--- config.mk ---
export PLATFORM = sky130hd
export DESIGN_NAME = genlock_resync
export DESIGN_NICKNAME = d
export VERILOG_FILES = /design/src/rtl/genlock_pkg.sv /design/src/rtl/gl_vsync_sync.sv /design/src/rtl/gl_resync_seq.sv /design/src/rtl/gl_raster.sv /design/src/rtl/genlock_resync.sv
export SDC_FILE = /design/constraint.sdc
export NUM_CORES = 1
export LEC_CHECK = 0
export BUFFER_PORTS_ARGS = -buffer_cell sky130_fd_sc_hd__buf_2
export CAP_MARGIN = 20
export CORE_MARGIN = 2
export CORE_UTILIZATION = 37
export DETAILED_ROUTE_END_ITERATION = 16
export HOLD_SLACK_MARGIN = 0.15
export PLACE_DENSITY = 0.57
export SLEW_MARGIN = 20
export SYNTH_ARGS = -nofsm -noshare
export SYNTH_HDL_FRONTEND = slang
export SYNTH_SLANG_ARGS = --single-unit
--- constraint.sdc ---
create_clock -name clk -period 6.18 [get_ports clk]
set_input_delay 0.309 -clock clk [delete_from_list [all_inputs] [get_ports clk]]
set_output_delay 0.309 -clock clk [all_outputs]
set_load 0.03 [all_outputs]
--- src/rtl/genlock_pkg.sv ---
package genlock_pkg;
    typedef enum logic [1:0] {
        GL_IDLE  = 2'd0,
        GL_LINES = 2'd1,
        GL_CHARS = 2'd2
    } gl_phase_e;
endpackage

--- src/rtl/gl_vsync_sync.sv ---
module gl_vsync_sync (
    input  logic clk,
    input  logic rst_n,
    input  logic async_i,
    output logic fall_o
);
    typedef struct packed {
        logic s1;
        logic s2;
        logic s3;
    } sync_t;

    sync_t sy_d, sy_q;

    always_comb begin
        sy_d.s1 = async_i;
        sy_d.s2 = sy_q.s1;
        sy_d.s3 = sy_q.s2;
    end

    always_ff @(posedge clk or negedge rst_n) begin
        if (!rst_n) sy_q <= '1;
        else        sy_q <= sy_d;
    end

    // falling edge seen on the synchronised copy
    assign fall_o = sy_q.s3 & ~sy_q.s2;
endmodule

--- src/rtl/gl_resync_seq.sv ---
module gl_resync_seq
    import genlock_pkg::*;
#(
    parameter int HW = 11,
    parameter int DW = 8,
    parameter int AW = 4
) (
    input  logic          clk,
    input  logic          rst_n,
    input  logic          fall_i,
    input  logic          en_i,
    input  logic [DW-1:0] line_dly_i,
    input  logic [AW-1:0] char_dly_i,
    input  logic [HW-1:0] h_total_i,
    output logic          fire_o,
    output logic          armed_o
);
    typedef struct packed {
        gl_phase_e     phase;
        logic [HW-1:0] tmr;
        logic [DW-1:0] lines;
        logic [AW-1:0] cc;
    } seq_t;

    seq_t st_d, st_q;
    logic arm;

    always_comb begin
        st_d   = st_q;
        fire_o = 1'b0;
        arm    = fall_i && en_i && (line_dly_i != '0);
        if (!en_i) begin
            st_d.phase = GL_IDLE;
        end else if (arm) begin
            st_d.phase = GL_LINES;
            st_d.tmr   = '0;
            st_d.lines = line_dly_i;
        end else begin
            case (st_q.phase)
                GL_LINES: begin
                    if (st_q.tmr == h_total_i) begin
                        st_d.tmr = '0;
                        if (st_q.lines == DW'(1)) begin
                            st_d.phase = GL_CHARS;
                            st_d.cc    = char_dly_i;
                        end else begin
                            st_d.lines = st_q.lines - DW'(1);
                        end
                    end else begin
                        st_d.tmr = st_q.tmr + HW'(1);
                    end
                end
                GL_CHARS: begin
                    if (st_q.cc == '0) begin
                        fire_o     = 1'b1;
                        st_d.phase = GL_IDLE;
                    end else begin
                        st_d.cc = st_q.cc - AW'(1);
                    end
                end
                default: ;
            endcase
        end
    end

    always_ff @(posedge clk or negedge rst_n) begin
        if (!rst_n) st_q <= '{phase: GL_IDLE, tmr: '0, lines: '0, cc: '0};
        else        st_q <= st_d;
    end

    assign armed_o = (st_q.phase != GL_IDLE);
endmodule

--- src/rtl/gl_raster.sv ---
module gl_raster #(
    parameter int HW = 11,
    parameter int VW = 11,
    parameter int AW = 4
) (
    input  logic          clk,
    input  logic          rst_n,
    input  logic [HW-1:0] h_total_i,
    input  logic [VW-1:0] v_total_i,
    input  logic          fire_i,
    input  logic          vonly_i,
    input  logic          even_start_i,
    input  logic [AW-1:0] hs_adj_i,
    output logic [HW-1:0] h_o,
    output logic [VW-1:0] v_o,
    output logic          even_o
);
    typedef struct packed {
        logic [HW-1:0] h;
        logic [VW-1:0] v;
        logic          even;
    } ras_t;

    ras_t rs_d, rs_q;
    logic line_end, frame_end;

    always_comb begin
        line_end  = (rs_q.h == h_total_i);
        frame_end = line_end && (rs_q.v == v_total_i);
        rs_d      = rs_q;
        rs_d.h    = line_end ? '0 : rs_q.h + HW'(1);
        if (line_end) rs_d.v = frame_end ? '0 : rs_q.v + VW'(1);
        if (frame_end) rs_d.even = ~rs_q.even;
        if (fire_i) begin
            rs_d.v    = '0;
            rs_d.even = even_start_i;
            if (!vonly_i) rs_d.h = HW'(hs_adj_i);
        end
    end

    always_ff @(posedge clk or negedge rst_n) begin
        if (!rst_n) rs_q <= '0;
        else        rs_q <= rs_d;
    end

    assign h_o    = rs_q.h;
    assign v_o    = rs_q.v;
    assign even_o = rs_q.even;
endmodule

--- src/rtl/genlock_resync.sv ---
module genlock_resync #(
    parameter int HW = 11,
    parameter int VW = 11,
    parameter int DW = 8,
    parameter int AW = 4
) (
    input  logic          clk,
    input  logic          rst_n,
    input  logic          ext_vsync_i,
    input  logic          gl_en_i,
    input  logic [DW-1:0] line_dly_i,
    input  logic [AW-1:0] char_dly_i,
    input  logic [AW-1:0] hs_adj_i,
    input  logic          vonly_i,
    input  logic          even_start_i,
    input  logic          hs_tri_i,
    input  logic          vs_tri_i,
    input  logic [HW-1:0] h_total_i,
    input  logic [VW-1:0] v_total_i,
    input  logic [HW-1:0] hs_width_i,
    input  logic [VW-1:0] vs_width_i,
    output logic [HW-1:0] h_cnt_o,
    output logic [VW-1:0] v_cnt_o,
    output logic          field_even_o,
    output logic          hsync_o,
    output logic          hsync_oe_o,
    output logic          vsync_o,
    output logic          vsync_oe_o,
    output logic          dly_err_o
);
    logic fall, fire, armed;

    gl_vsync_sync u_sync (
        .clk     (clk),
        .rst_n   (rst_n),
        .async_i (ext_vsync_i),
        .fall_o  (fall)
    );

    gl_resync_seq #(.HW(HW), .DW(DW), .AW(AW)) u_seq (
        .clk        (clk),
        .rst_n      (rst_n),
        .fall_i     (fall),
        .en_i       (gl_en_i),
        .line_dly_i (line_dly_i),
        .char_dly_i (char_dly_i),
        .h_total_i  (h_total_i),
        .fire_o     (fire),
        .armed_o    (armed)
    );

    gl_raster #(.HW(HW), .VW(VW), .AW(AW)) u_ras (
        .clk          (clk),
        .rst_n        (rst_n),
        .h_total_i    (h_total_i),
        .v_total_i    (v_total_i),
        .fire_i       (fire),
        .vonly_i      (vonly_i),
        .even_start_i (even_start_i),
        .hs_adj_i     (hs_adj_i),
        .h_o          (h_cnt_o),
        .v_o          (v_cnt_o),
        .even_o       (field_even_o)
    );

    assign hsync_o    = (h_cnt_o < hs_width_i);
    assign vsync_o    = (v_cnt_o < vs_width_i);
    assign hsync_oe_o = ~hs_tri_i;
    assign vsync_oe_o = ~vs_tri_i;
    assign dly_err_o  = gl_en_i && (line_dly_i == '0);
endmodule

==> impl_results.html, run 1 <==
<table>
<tr><th>Metric</th><th>Value</th></tr>
<tr><th colspan="2">Run status</th></tr>
<tr><td>Result of the run</td><td>completed</td></tr>
<tr><th colspan="2">GRT</th></tr>
<tr><td>Via count of the first global-routing pass</td><td>2944</td></tr>
<tr><td>Wire length of the first global-routing pass</td><td>approximately 13 mm</td></tr>
<tr><td>Antenna violations before repair</td><td>0</td></tr>
<tr><td>Pin count of the biggest net entering global routing</td><td>52</td></tr>
<tr><td>GRT busiest layer</td><td>met2</td></tr>
<tr><td>Met3 Use GR</td><td>under 10%</td></tr>
<tr><td>Global-route congestion overflow total</td><td>0</td></tr>
<tr><td>Routing usage on met1</td><td>approximately 22%</td></tr>
<tr><td>Global-route met2 utilization</td><td>about a quarter</td></tr>
<tr><td>Total global-route track usage</td><td>15.80%</td></tr>
<tr><th colspan="2">Detailed routing</th></tr>
<tr><td>Average wire per cell in the routed design</td><td>between 10 and 15 um</td></tr>
<tr><td>Drt via density</td><td>between 4 and 5</td></tr>
<tr><td>Total length of routed wires</td><td>7.994 mm</td></tr>
<tr><td>Via count</td><td>approximately 3100</td></tr>
<tr><td>Final antenna-violating net count</td><td>0</td></tr>
<tr><td>Violation count after the first detailed-routing iteration</td><td>roughly 150</td></tr>
<tr><td>Number of search-and-repair iterations in the first detailed-routing pass</td><td>4</td></tr>
<tr><td>Post-route DRC</td><td>0</td></tr>
<tr><th colspan="2">Yosys</th></tr>
<tr><td>Post-synthesis share of cell area spent on xor and xnor gates</td><td>13.90%</td></tr>
<tr><td>Multiplexer share of the synthesized area</td><td>1.149%</td></tr>
<tr><td>Asr flop ratio synth</td><td>100.0%</td></tr>
<tr><td>Prevailing post-synth register cell</td><td>dfrtp_1</td></tr>
<tr><td>Dominant combinational cell family by area after synthesis</td><td>simple AND/OR/NAND/NOR gates</td></tr>
<tr><td>Fraction of the mapped netlist area in adder cells</td><td>a little over 10%</td></tr>
<tr><td>Post-synthesis register bit count</td><td>51</td></tr>
<tr><td>Complex-gate fraction of the synthesized area</td><td>between 10% and 20%</td></tr>
<tr><td>Number of instances in the synthesized netlist</td><td>409</td></tr>
<tr><td>Number of enable-type register cells in the synthesized netlist</td><td>0</td></tr>
<tr><td>Synth warn</td><td>0</td></tr>
<tr><td>Share of synthesized cell area in and, or, nand and nor gates</td><td>21.39%</td></tr>
<tr><td>Synth unique cells</td><td>between 40 and 50</td></tr>
<tr><td>Area of the mapped netlist</td><td>3592 um2</td></tr>
<tr><td>Post-Syn Nets</td><td>about 510</td></tr>
<tr><td>Part of the Yosys area used for sequential elements</td><td>between 30% and 40%</td></tr>
<tr><td>Syn_area_per_cell</td><td>between 8 and 9 um2</td></tr>
<tr><th colspan="2">Worst setup path</th></tr>
<tr><td>Master of the slowest instance on the critical path</td><td>and3_1</td></tr>
<tr><td>Crit path cell chain</td><td>inv_1, ha_1, nand2_1, nor3_1, and3_1, nor2b_1, or2_2, o21ai_0</td></tr>
<tr><td>Setup crit end kind</td><td>flip-flop</td></tr>
<tr><td>Reg2reg end</td><td>u_ras.h_o[2]</td></tr>
<tr><td>CP Capture Point</td><td>u_ras.h_o[2]</td></tr>
<tr><td>Worst-path fanout max</td><td>14</td></tr>
<tr><td>Worst Setup Start Kind</td><td>flip-flop</td></tr>
<tr><td>Slack of the worst reg-to-reg path</td><td>3.54 ns</td></tr>
<tr><td>Path type of the worst setup path</td><td>reg2reg</td></tr>
<tr><td>Biggest cell delay along the critical path</td><td>about 0.56 ns</td></tr>
<tr><td>Number of stages on the worst setup path</td><td>8</td></tr>
<tr><td>Arrival time at the worst endpoint</td><td>approximately 2.8 ns</td></tr>
<tr><td>Crit-path leading delay family</td><td>simple AND/OR/NAND/NOR gates</td></tr>
<tr><td>CP bufs+invs</td><td>1</td></tr>
<tr><td>Critical path origin</td><td>u_seq.st_q[23]</td></tr>
<tr><td>Logic depth of the worst register-to-register path</td><td>8</td></tr>
<tr><td>Required time of the critical path</td><td>about 6.4 ns</td></tr>
<tr><td>Startpoint of the worst register-to-register path</td><td>u_seq.st_q[23]</td></tr>
<tr><th colspan="2">Finish</th></tr>
<tr><td>Layout cells sized above 1</td><td>about 23%</td></tr>
<tr><td>Multi-input logic area</td><td>2141 um2</td></tr>
<tr><td>Area growth, synth to finish</td><td>20.86%</td></tr>
<tr><td>Final #Nets</td><td>around 600</td></tr>
<tr><td>Fillcell total</td><td>939</td></tr>
<tr><td>Fin area</td><td>~4300 um2</td></tr>
<tr><td>Count of non-filler cells in the finished layout</td><td>between 600 and 700</td></tr>
<tr><td>Final antenna diode count</td><td>0</td></tr>
<tr><td>Combined flip-flop and latch cell area</td><td>about 1300 um2</td></tr>
<tr><td>End-of-flow core utilization</td><td>a little under half</td></tr>
<tr><th colspan="2">STA</th></tr>
<tr><td>Smallest setup slack after layout</td><td>about 3.5 ns</td></tr>
<tr><td>Worst-Margin Slew</td><td>roughly 0.81 ns</td></tr>
<tr><td>Portion of the clock cycle consumed by the worst path in the final layout</td><td>42.68%</td></tr>
<tr><td>Unrepaired setup endpoints after global routing</td><td>no</td></tr>
<tr><td>Worst-case clock skew</td><td>0.008185 ns</td></tr>
<tr><td>Number of failing setup endpoints in the final timing report</td><td>0</td></tr>
<tr><td>Post-layout minimum cycle time</td><td>approximately 2.6 ns</td></tr>
<tr><td>Hold Slack</td><td>just over 0.2 ns</td></tr>
<tr><td>Max Clock Freq</td><td>379.1 MHz</td></tr>
<tr><td>Worst slew margin relative to its limit</td><td>a little under half</td></tr>
<tr><td>Final sum of negative setup slack</td><td>0 ns</td></tr>
<tr><td>Max-slew violations</td><td>0</td></tr>
<tr><td>Final Hold Violating Endpoints</td><td>0</td></tr>
<tr><th colspan="2">Power and ir drop</th></tr>
<tr><td>Pleak</td><td>2.151 nW</td></tr>
<tr><td>Total power per unit cell area</td><td>approximately 260 nW/um2</td></tr>
<tr><td>Overall power consumption</td><td>1.147 mW</td></tr>
<tr><td>Worst vdd ir</td><td>between 100 and 150 uV</td></tr>
<tr><th colspan="2">Placement</th></tr>
<tr><td>Count of buffers inserted at the top-level ports</td><td>between 90 and 100</td></tr>
<tr><td>Routability Congestion</td><td>approximately 0.8</td></tr>
<tr><td>Placed cell count</td><td>roughly 620</td></tr>
<tr><td>HPWL after DPL</td><td>6.198 mm</td></tr>
<tr><td>Post-DP Area</td><td>around 4200 um2</td></tr>
<tr><td>Pre-CTS worst setup slack</td><td>approximately 3.5 ns</td></tr>
<tr><th colspan="2">Floorplanning</th></tr>
<tr><td>Row count</td><td>35</td></tr>
<tr><td>Starting Density</td><td>38.51%</td></tr>
<tr><td>Die width</td><td>roughly 100 um</td></tr>
<tr><td>Ports placed on the boundary</td><td>96</td></tr>
<tr><td>DIE AREA</td><td>10510 um2</td></tr>
<tr><td>Area of the placeable core</td><td>about 9300 um2</td></tr>
<tr><td>Die height</td><td>approximately 100 um</td></tr>
<tr><th colspan="2">CTS</th></tr>
<tr><td>Clock latency at the later pin of the worst-skew pair</td><td>~0.31 ns</td></tr>
<tr><td>Number of buffers on the longest clock path</td><td>2</td></tr>
<tr><td>TritonCTS Buffers</td><td>5</td></tr>
<tr><td>Clock transition at the registers of the reported paths</td><td>0.10 ns</td></tr>
<tr><td>TritonCTS clock tree</td><td>yes</td></tr>
<tr><td>Clk sink count</td><td>51</td></tr>
<tr><td>Clock tree root driver cell</td><td>clkbuf_8</td></tr>
<tr><td>H-Tree Depth</td><td>2</td></tr>
<tr><th colspan="2">Run</th></tr>
<tr><td>Number of max-cap violations</td><td>0</td></tr>
<tr><th colspan="2">Min path</th></tr>
<tr><td>Class of the tightest hold or removal check</td><td>in2reg</td></tr>
</table>
==> layer usage <==
layer	part of all wire, %	vias up	wire [um]
met5	0	-	0
met4	0.95	0	76
met3	4.5	9	356
met2	45	73	3626
met1	49	1428	3934
li1	-	1597	-
==> cells by family (layout without fill, tap and decap cells) <==
logic type / count (synthesis) / count (layout)
muxes: 4 / 4
DFF: 51 / 51
and+or+nand+nor: 152 / 152
xor gates and xnor gates: 57 / 57
buffers and inverters: 45 / 142
adders and majority gates: 29 / 29
AOI/OAI and AO/OA: 71 / 71
==> report_power, final <==
group / leakage [nW] / switching [mW] / internal (mW)
Combinational: 1.44 / 0.225 / 0.182
Sequential: 0.648 / 0.0990 / 0.399
Clock: 0.0587 / 0.119 / 0.123
Total: 2.15 / 0.443 / 0.704
==> state kept, by name (all words and copies together) (netlist names) <==
| name | count |
|---|---|
| u_ras.even_o | 1 |
| u_ras.h_o | 11 |
| u_ras.v_o | 11 |
| u_seq.st_q | 25 |
| u_sync.sy_d | 2 |
| u_sync.sy_q | 1 |
==> worst min-delay path by stage <==
stage | startpoint | endpoint | slack (ns) | cells after the start
final | hs_adj_i[3] | u_ras.h_o[3] | 0.21 | 3
after global routing | hs_adj_i[3] | u_ras.h_o[3] | 0.20 | 3
after CTS | hs_adj_i[3] | u_ras.h_o[3] | 0.20 | 3
after detailed placement | u_sync.sy_d[1] | u_sync.sy_d[0] | 0.35 | 0
after global placement | u_sync.sy_d[1] | u_sync.sy_d[0] | 0.35 | 0
after floorplan | rst_n | u_ras.even_o | 0.01 | 0
==> area by class of cell <==
| class | count | share of cell area, % |
|---|---|---|
| clock inverters | 3 | 1.095 |
| inverters | 34 | 2.939 |
| clock buffers | 5 | 1.585 |
| repair buffers | 100 | 11.87 |
| flip-flops and latches | 51 | 29.48 |
| multi-input cells | 313 | 49.31 |
| well taps | 129 | 3.718 |
==> cells in the final DEF (no fill, tap or decap), types with 2 or more instances in the layout <==
cell type and instances:
nand3b_1 3, nor2_1 47, xor2_1 23, nor4_1 4, or4_4 2, nor3_1 10, nor2b_1 6, and3_1 11
a221o_1 2, o221a_1 2, buf_4 2, mux2i_1 3, or4_1 2, xnor2_1 34, a22oi_1 2, dfstp_2 3
ha_1 29, nand4_1 12, o21ai_0 17, clkbuf_8 5, dlygate4sd3_1 2, nand2_1 26, nor3b_1 2, a31oi_1 3
inv_1 34, nand3_1 15, and2_1 3, a21oi_1 26, a21o_1 9, nand2b_1 4, dfrtp_1 48, buf_2 96
==> timing repair <==
item	in CTS	in global routing
buffers inserted	0	0
hold buffers	2	0
hold endpoints to repair	49	0
gates resized for setup	0	0
==> cell usage after synthesis, types with 3 or more instances <==
master | count | share of area, %
dfrtp_1 | 48 | 33
nor2_1 | 47 | 4.9
inv_1 | 34 | 3.6
xnor2_1 | 34 | 8.3
ha_1 | 29 | 10
a21oi_1 | 26 | 3.6
nand2_1 | 26 | 2.7
xor2_1 | 23 | 5.6
o21ai_0 | 17 | 2.4
nand3_1 | 15 | 2.1
nand4_1 | 12 | 2.1
and3_1 | 11 | 1.9
nor3_1 | 10 | 1.4
a21o_1 | 9 | 1.9
clkbuf_1 | 8 | 0.84
nor2b_1 | 6 | 1.0
nand2b_1 | 4 | 0.70
nor4_1 | 4 | 0.70
a31oi_1 | 3 | 0.52
and2_1 | 3 | 0.52
dfstp_2 | 3 | 2.2
mux2i_1 | 3 | 0.84
nand3b_1 | 3 | 0.63
==> worst reg2reg max path, delay by kind of cell (launching register included) <==
kind	cells	cell delay (ns)
and+or+nand+nor	5	1.66
DFF	1	0.40
adders and majority gates	1	0.26
AOI/OAI and AO/OA	1	0.12
buffers and inverters	1	0.08
Power figures use the tool's default switching activity.
==> run 2: changes to the inputs <==
ABC_AREA = 1   (was not set)
PLACE_DENSITY = 0.58   (was 0.57)
clock period = 2.37 ns   (was 6.18 ns; I/O delays follow)
==> run 2 against run 1 <==
First-iteration DRC count shrank 6.7%. Worst setup slack worse by 3.4 ns. Combinational power rose to 4.0 times the previous value. Global-route usage grew 0.73 points. Non-clock buffer count is 8 higher. Critical path depth is 1 lower.
==> impl_results.html, run 2 <==
<table>
<tr><th>Metric</th><th>Value</th></tr>
<tr><th colspan="2">Run status</th></tr>
<tr><td>Result of the run</td><td>completed</td></tr>
<tr><th colspan="2">Worst setup path</th></tr>
<tr><td>Path type of the worst setup path</td><td>reg2reg</td></tr>
<tr><td>Startpoint of the worst register-to-register path</td><td>u_sync.sy_d[0]</td></tr>
<tr><td>Crit path cell chain</td><td>nor3b_2, o21ai_2, nand3_1, inv_2, nand3_1, dlygate4sd3_1, o21ai_1</td></tr>
<tr><td>Worst-path fanout max</td><td>14 (unchanged)</td></tr>
<tr><td>Biggest cell delay along the critical path</td><td>0.56 ns (about the same)</td></tr>
<tr><td>Master of the slowest instance on the critical path</td><td>dfstp_2</td></tr>
<tr><td>Setup crit end kind</td><td>flip-flop</td></tr>
<tr><td>CP bufs+invs</td><td>2 (+1)</td></tr>
<tr><td>Worst Setup Start Kind</td><td>flip-flop</td></tr>
<tr><td>Arrival time at the worst endpoint</td><td>2.43 ns (-0.40 ns)</td></tr>
<tr><td>Cell occurring most often along the worst timing path</td><td>nand3_1</td></tr>
<tr><td>Crit-path leading delay family</td><td>buffers and inverters</td></tr>
<tr><td>Critical path origin</td><td>u_sync.sy_d[0]</td></tr>
<tr><td>Required time of the critical path</td><td>2.62 ns (-3.75 ns)</td></tr>
<tr><th colspan="2">Detailed routing</th></tr>
<tr><td>Total length of routed wires</td><td>9.246 mm (+16%)</td></tr>
<tr><td>Average wire per cell in the routed design</td><td>11.62 um (-7.7%)</td></tr>
<tr><td>Drt via density</td><td>4.758 (-2.8%)</td></tr>
<tr><td>Post-route DRC</td><td>0 (unchanged)</td></tr>
<tr><td>Violation count after the first detailed-routing iteration</td><td>139 (-6.7%)</td></tr>
<tr><td>Number of search-and-repair iterations in the first detailed-routing pass</td><td>4 (unchanged)</td></tr>
<tr><td>Final antenna-violating net count</td><td>0 (unchanged)</td></tr>
<tr><td>Via count</td><td>3787 (+22%)</td></tr>
<tr><th colspan="2">STA</th></tr>
<tr><td>Number of failing setup endpoints in the final timing report</td><td>0 (unchanged)</td></tr>
<tr><td>Hold Slack</td><td>0.1486 ns (-0.05691 ns)</td></tr>
<tr><td>Max Clock Freq</td><td>458.3 MHz (+21%)</td></tr>
<tr><td>Final sum of negative setup slack</td><td>0 ns (unchanged)</td></tr>
<tr><td>Final Hold Violating Endpoints</td><td>0 (unchanged)</td></tr>
<tr><td>Worst slew margin relative to its limit</td><td>54.37% (+8.4 points)</td></tr>
<tr><td>Post-layout minimum cycle time</td><td>2.182 ns (-0.4555 ns)</td></tr>
<tr><td>Max-slew violations</td><td>0 (unchanged)</td></tr>
<tr><td>Worst-case clock skew</td><td>0.01325 ns (+0.005060 ns)</td></tr>
<tr><td>Portion of the clock cycle consumed by the worst path in the final layout</td><td>92.07% (+49 points)</td></tr>
<tr><td>Unrepaired setup endpoints after global routing</td><td>no</td></tr>
<tr><td>Worst-Margin Slew</td><td>0.6845 ns (-0.1260 ns)</td></tr>
<tr><th colspan="2">Finish</th></tr>
<tr><td>Most common cell after layout, fill and taps aside</td><td>nand2_1</td></tr>
<tr><td>Most used cells in the layout excluding fill and tap cells</td><td>nand2_1, buf_2, inv_1, dfrtp_1, nand3_1</td></tr>
<tr><td>Layout cells sized above 1</td><td>21.49% (-1.4 points)</td></tr>
<tr><td>Register with the most flip-flops</td><td>u_seq.st_q</td></tr>
<tr><td>Largest register FFs</td><td>25 (unchanged)</td></tr>
<tr><td>Final antenna diode count</td><td>0 (unchanged)</td></tr>
<tr><td>Final #Nets</td><td>752 (+25%)</td></tr>
<tr><td>Area growth, synth to finish</td><td>19.59%</td></tr>
<tr><th colspan="2">Yosys</th></tr>
<tr><td>Synth unique cells</td><td>42 (-11%)</td></tr>
<tr><td>Most common cell in the netlist</td><td>nand2_1</td></tr>
<tr><td>Synth warn</td><td>0 (unchanged)</td></tr>
<tr><td>Synth top area cells</td><td>dfrtp_1, nand2_1, ha_1</td></tr>
<tr><td>Top cells by count, synth</td><td>nand2_1, inv_1, dfrtp_1</td></tr>
<tr><td>Number of instances in the synthesized netlist</td><td>550 (+34%)</td></tr>
<tr><td>Post-synthesis register bit count</td><td>51 (unchanged)</td></tr>
<tr><td>Area share of the largest cell type after synthesis</td><td>29.52% (-3.9 points)</td></tr>
<tr><td>Asr flop ratio synth</td><td>100.0% (unchanged)</td></tr>
<tr><td>Number of enable-type register cells in the synthesized netlist</td><td>0 (unchanged)</td></tr>
<tr><td>Syn_area_per_cell</td><td>7.398 um2 (-16%)</td></tr>
<tr><td>Prevailing post-synth register cell</td><td>dfrtp_1</td></tr>
<tr><td>Part of the Yosys area used for sequential elements</td><td>31.46% (-4.2 points)</td></tr>
<tr><td>Area of the mapped netlist</td><td>4069 um2 (+13%)</td></tr>
<tr><td>Library cell with the largest summed area after synthesis</td><td>dfrtp_1</td></tr>
<tr><td>Post-Syn Nets</td><td>647 (+28%)</td></tr>
<tr><th colspan="2">CTS</th></tr>
<tr><td>Number of buffers on the longest clock path</td><td>2 (unchanged)</td></tr>
<tr><td>CTS resizes</td><td>0 (unchanged)</td></tr>
<tr><td>TritonCTS clock tree</td><td>yes</td></tr>
<tr><td>Clock transition at the registers of the reported paths</td><td>0.11 ns (about the same)</td></tr>
<tr><td>Number of hold-repair buffers added at the cts stage</td><td>10 (+8)</td></tr>
<tr><td>Clock latency at the later pin of the worst-skew pair</td><td>0.31 ns (about the same)</td></tr>
<tr><td>Clock tree root driver cell</td><td>clkbuf_8</td></tr>
<tr><td>Setup bufs post-CTS</td><td>0 (unchanged)</td></tr>
<tr><td>TritonCTS Buffers</td><td>5 (unchanged)</td></tr>
<tr><td>Clk sink count</td><td>51 (unchanged)</td></tr>
<tr><td>H-Tree Depth</td><td>2 (unchanged)</td></tr>
<tr><th colspan="2">Floorplanning</th></tr>
<tr><td>Starting Density</td><td>37.70% (-0.81 points)</td></tr>
<tr><td>Die width</td><td>108.9 um (+6.2%)</td></tr>
<tr><td>Row count</td><td>38 (+8.6%)</td></tr>
<tr><td>Ports placed on the boundary</td><td>96 (unchanged)</td></tr>
<tr><td>Area of the placeable core</td><td>10790 um2 (+16%)</td></tr>
<tr><td>Die height</td><td>108.9 um (+6.2%)</td></tr>
<tr><td>DIE AREA</td><td>11850 um2 (+13%)</td></tr>
<tr><th colspan="2">Power and ir drop</th></tr>
<tr><td>Combinational cell fraction of total power</td><td>44.3% (+8.8 points)</td></tr>
<tr><td>Clock network power share</td><td>17.1% (-4.0 points)</td></tr>
<tr><td>Switching Power</td><td>1.589 mW (+260%)</td></tr>
<tr><td>Proportion of power drawn by flip-flops and latches</td><td>38.6% (-4.8 points)</td></tr>
<tr><td>Worst vdd ir</td><td>403.5 uV (+220%)</td></tr>
<tr><td>Pleak</td><td>2.625 nW (+22%)</td></tr>
<tr><td>Sw Share</td><td>43.45% (+4.8 points)</td></tr>
<tr><td>Int Pwr</td><td>2.068 mW (+190%)</td></tr>
<tr><td>Total power per unit cell area</td><td>751.7 nW/um2 (+180%)</td></tr>
<tr><th colspan="2">GRT</th></tr>
<tr><td>Pin count of the biggest net entering global routing</td><td>52 (unchanged)</td></tr>
<tr><td>Antenna violations before repair</td><td>0 (unchanged)</td></tr>
<tr><td>Wire length of the first global-routing pass</td><td>15.88 mm (+18%)</td></tr>
<tr><td>Global-route congestion overflow total</td><td>0 (unchanged)</td></tr>
<tr><td>Total global-route track usage</td><td>16.53% (+0.73 points)</td></tr>
<tr><td>Via count of the first global-routing pass</td><td>3611 (+23%)</td></tr>
<tr><th colspan="2">Min path</th></tr>
<tr><td>Origin of the worst min-delay path</td><td>char_dly_i[2]</td></tr>
<tr><td>Class of the tightest hold or removal check</td><td>in2reg</td></tr>
<tr><th colspan="2">Placement</th></tr>
<tr><td>Routability Congestion</td><td>0.8030 (-1.6%)</td></tr>
<tr><td>Count of buffers inserted at the top-level ports</td><td>95 (unchanged)</td></tr>
<tr><td>HPWL after DPL</td><td>7.137 mm (+15%)</td></tr>
<tr><th colspan="2">Run</th></tr>
<tr><td>Number of max-cap violations</td><td>0 (unchanged)</td></tr>
</table>
## run 2: cell types whose count changed in the layout (fill, tap and decap cells not counted), moves of 6 or more
cell	change
a21o_1	-8
and3_1	-11
dlygate4sd3_1	+8
inv_1	+46
nand2_1	+114
nand3_1	+29
nand4_1	+7
nor2_1	-10
nor2b_1	-6
nor3b_2	+6
o21ai_2	+7
xnor2_1	-11
## run 2: routing by layer
layer	track usage [%]	routed length (um)	up-vias
met5	0	0	-
met4	4.396	83	0
met3	2.451	355	6
met2	28.04	4350	76
met1	21.94	4456	1727
li1	-	-	1978
## run 2: stage by stage
step | setup slack [ns] | std cells | instance area [um2] | total power, mW | util [%]
finish | 0.1879 | 796 | 4866 | 3.658 | 45.08
detailed placement | 0.4009 | 778 | 4653 | 3.058 | 43.11
floorplan | 0.5322 | 550 | 4069 | 2.609 | -
global route | 0.03171 | 796 | 4866 | 4.002 | 45.08
global placement | 0.4278 | 778 | 4653 | 3.007 | 43.11
CTS | 0.1823 | 796 | 4866 | 3.712 | 45.08
## run 2: path summary, 6_finish.rpt
kind	cells after the start	slack, ns	end
worst max register to register	7	0.19	u_ras.h_o[2]
max in group asynchronous	3	1.44	u_ras.h_o[10]
worst max-delay path	7	0.19	u_ras.h_o[2]
worst min register to register	0	0.36	u_sync.sy_d[0]
worst min-delay path	5	0.15	u_seq.st_q[2]
min in group asynchronous	3	0.45	u_seq.st_q[20]
## run 2: worst register-to-register path, delay by kind of cell, from the launching register on
| family | cells | cell delay [ns] |
|---|---|---|
| compound gates | 2 | 0.32 |
| simple gates | 3 | 0.49 |
| buf+inv | 2 | 0.76 |
| flops | 1 | 0.56 |
## run 2: power by group through the flow
stage,Clock [mW],Sequential [mW],Combinational [mW]
6_report,0.626,1.41,1.62
5_1_grt,0.687,1.46,1.85
4_1_cts,0.649,1.42,1.64
3_5_place_dp,0,1.43,1.62
3_3_place_gp,0,1.42,1.58
2_1_floorplan,0,1.52,1.09
## run 2: cells by family after synthesis
logic type | share of synthesized area [%]
AND/OR/NAND/NOR | 31.27
buffers and inverters | 9.932
AO/OA/AOI/OAI | 8.518
flip-flops | 31.46
XOR/XNOR | 9.901
adder cells (fa/ha/maj) | 8.918
## run 2: layout make-up
| type | instances | area, um2 |
|---|---|---|
| multi-input cells | 405 | 2385 |
| well taps | 140 | 175.2 |
| repair buffers | 108 | 598.1 |
| clock buffers | 5 | 68.82 |
| clock inverters | 3 | 43.79 |
| fillers | 1107 | 5927 |
| flip-flops and latches | 51 | 1280 |
| inverters | 84 | 315.3 |
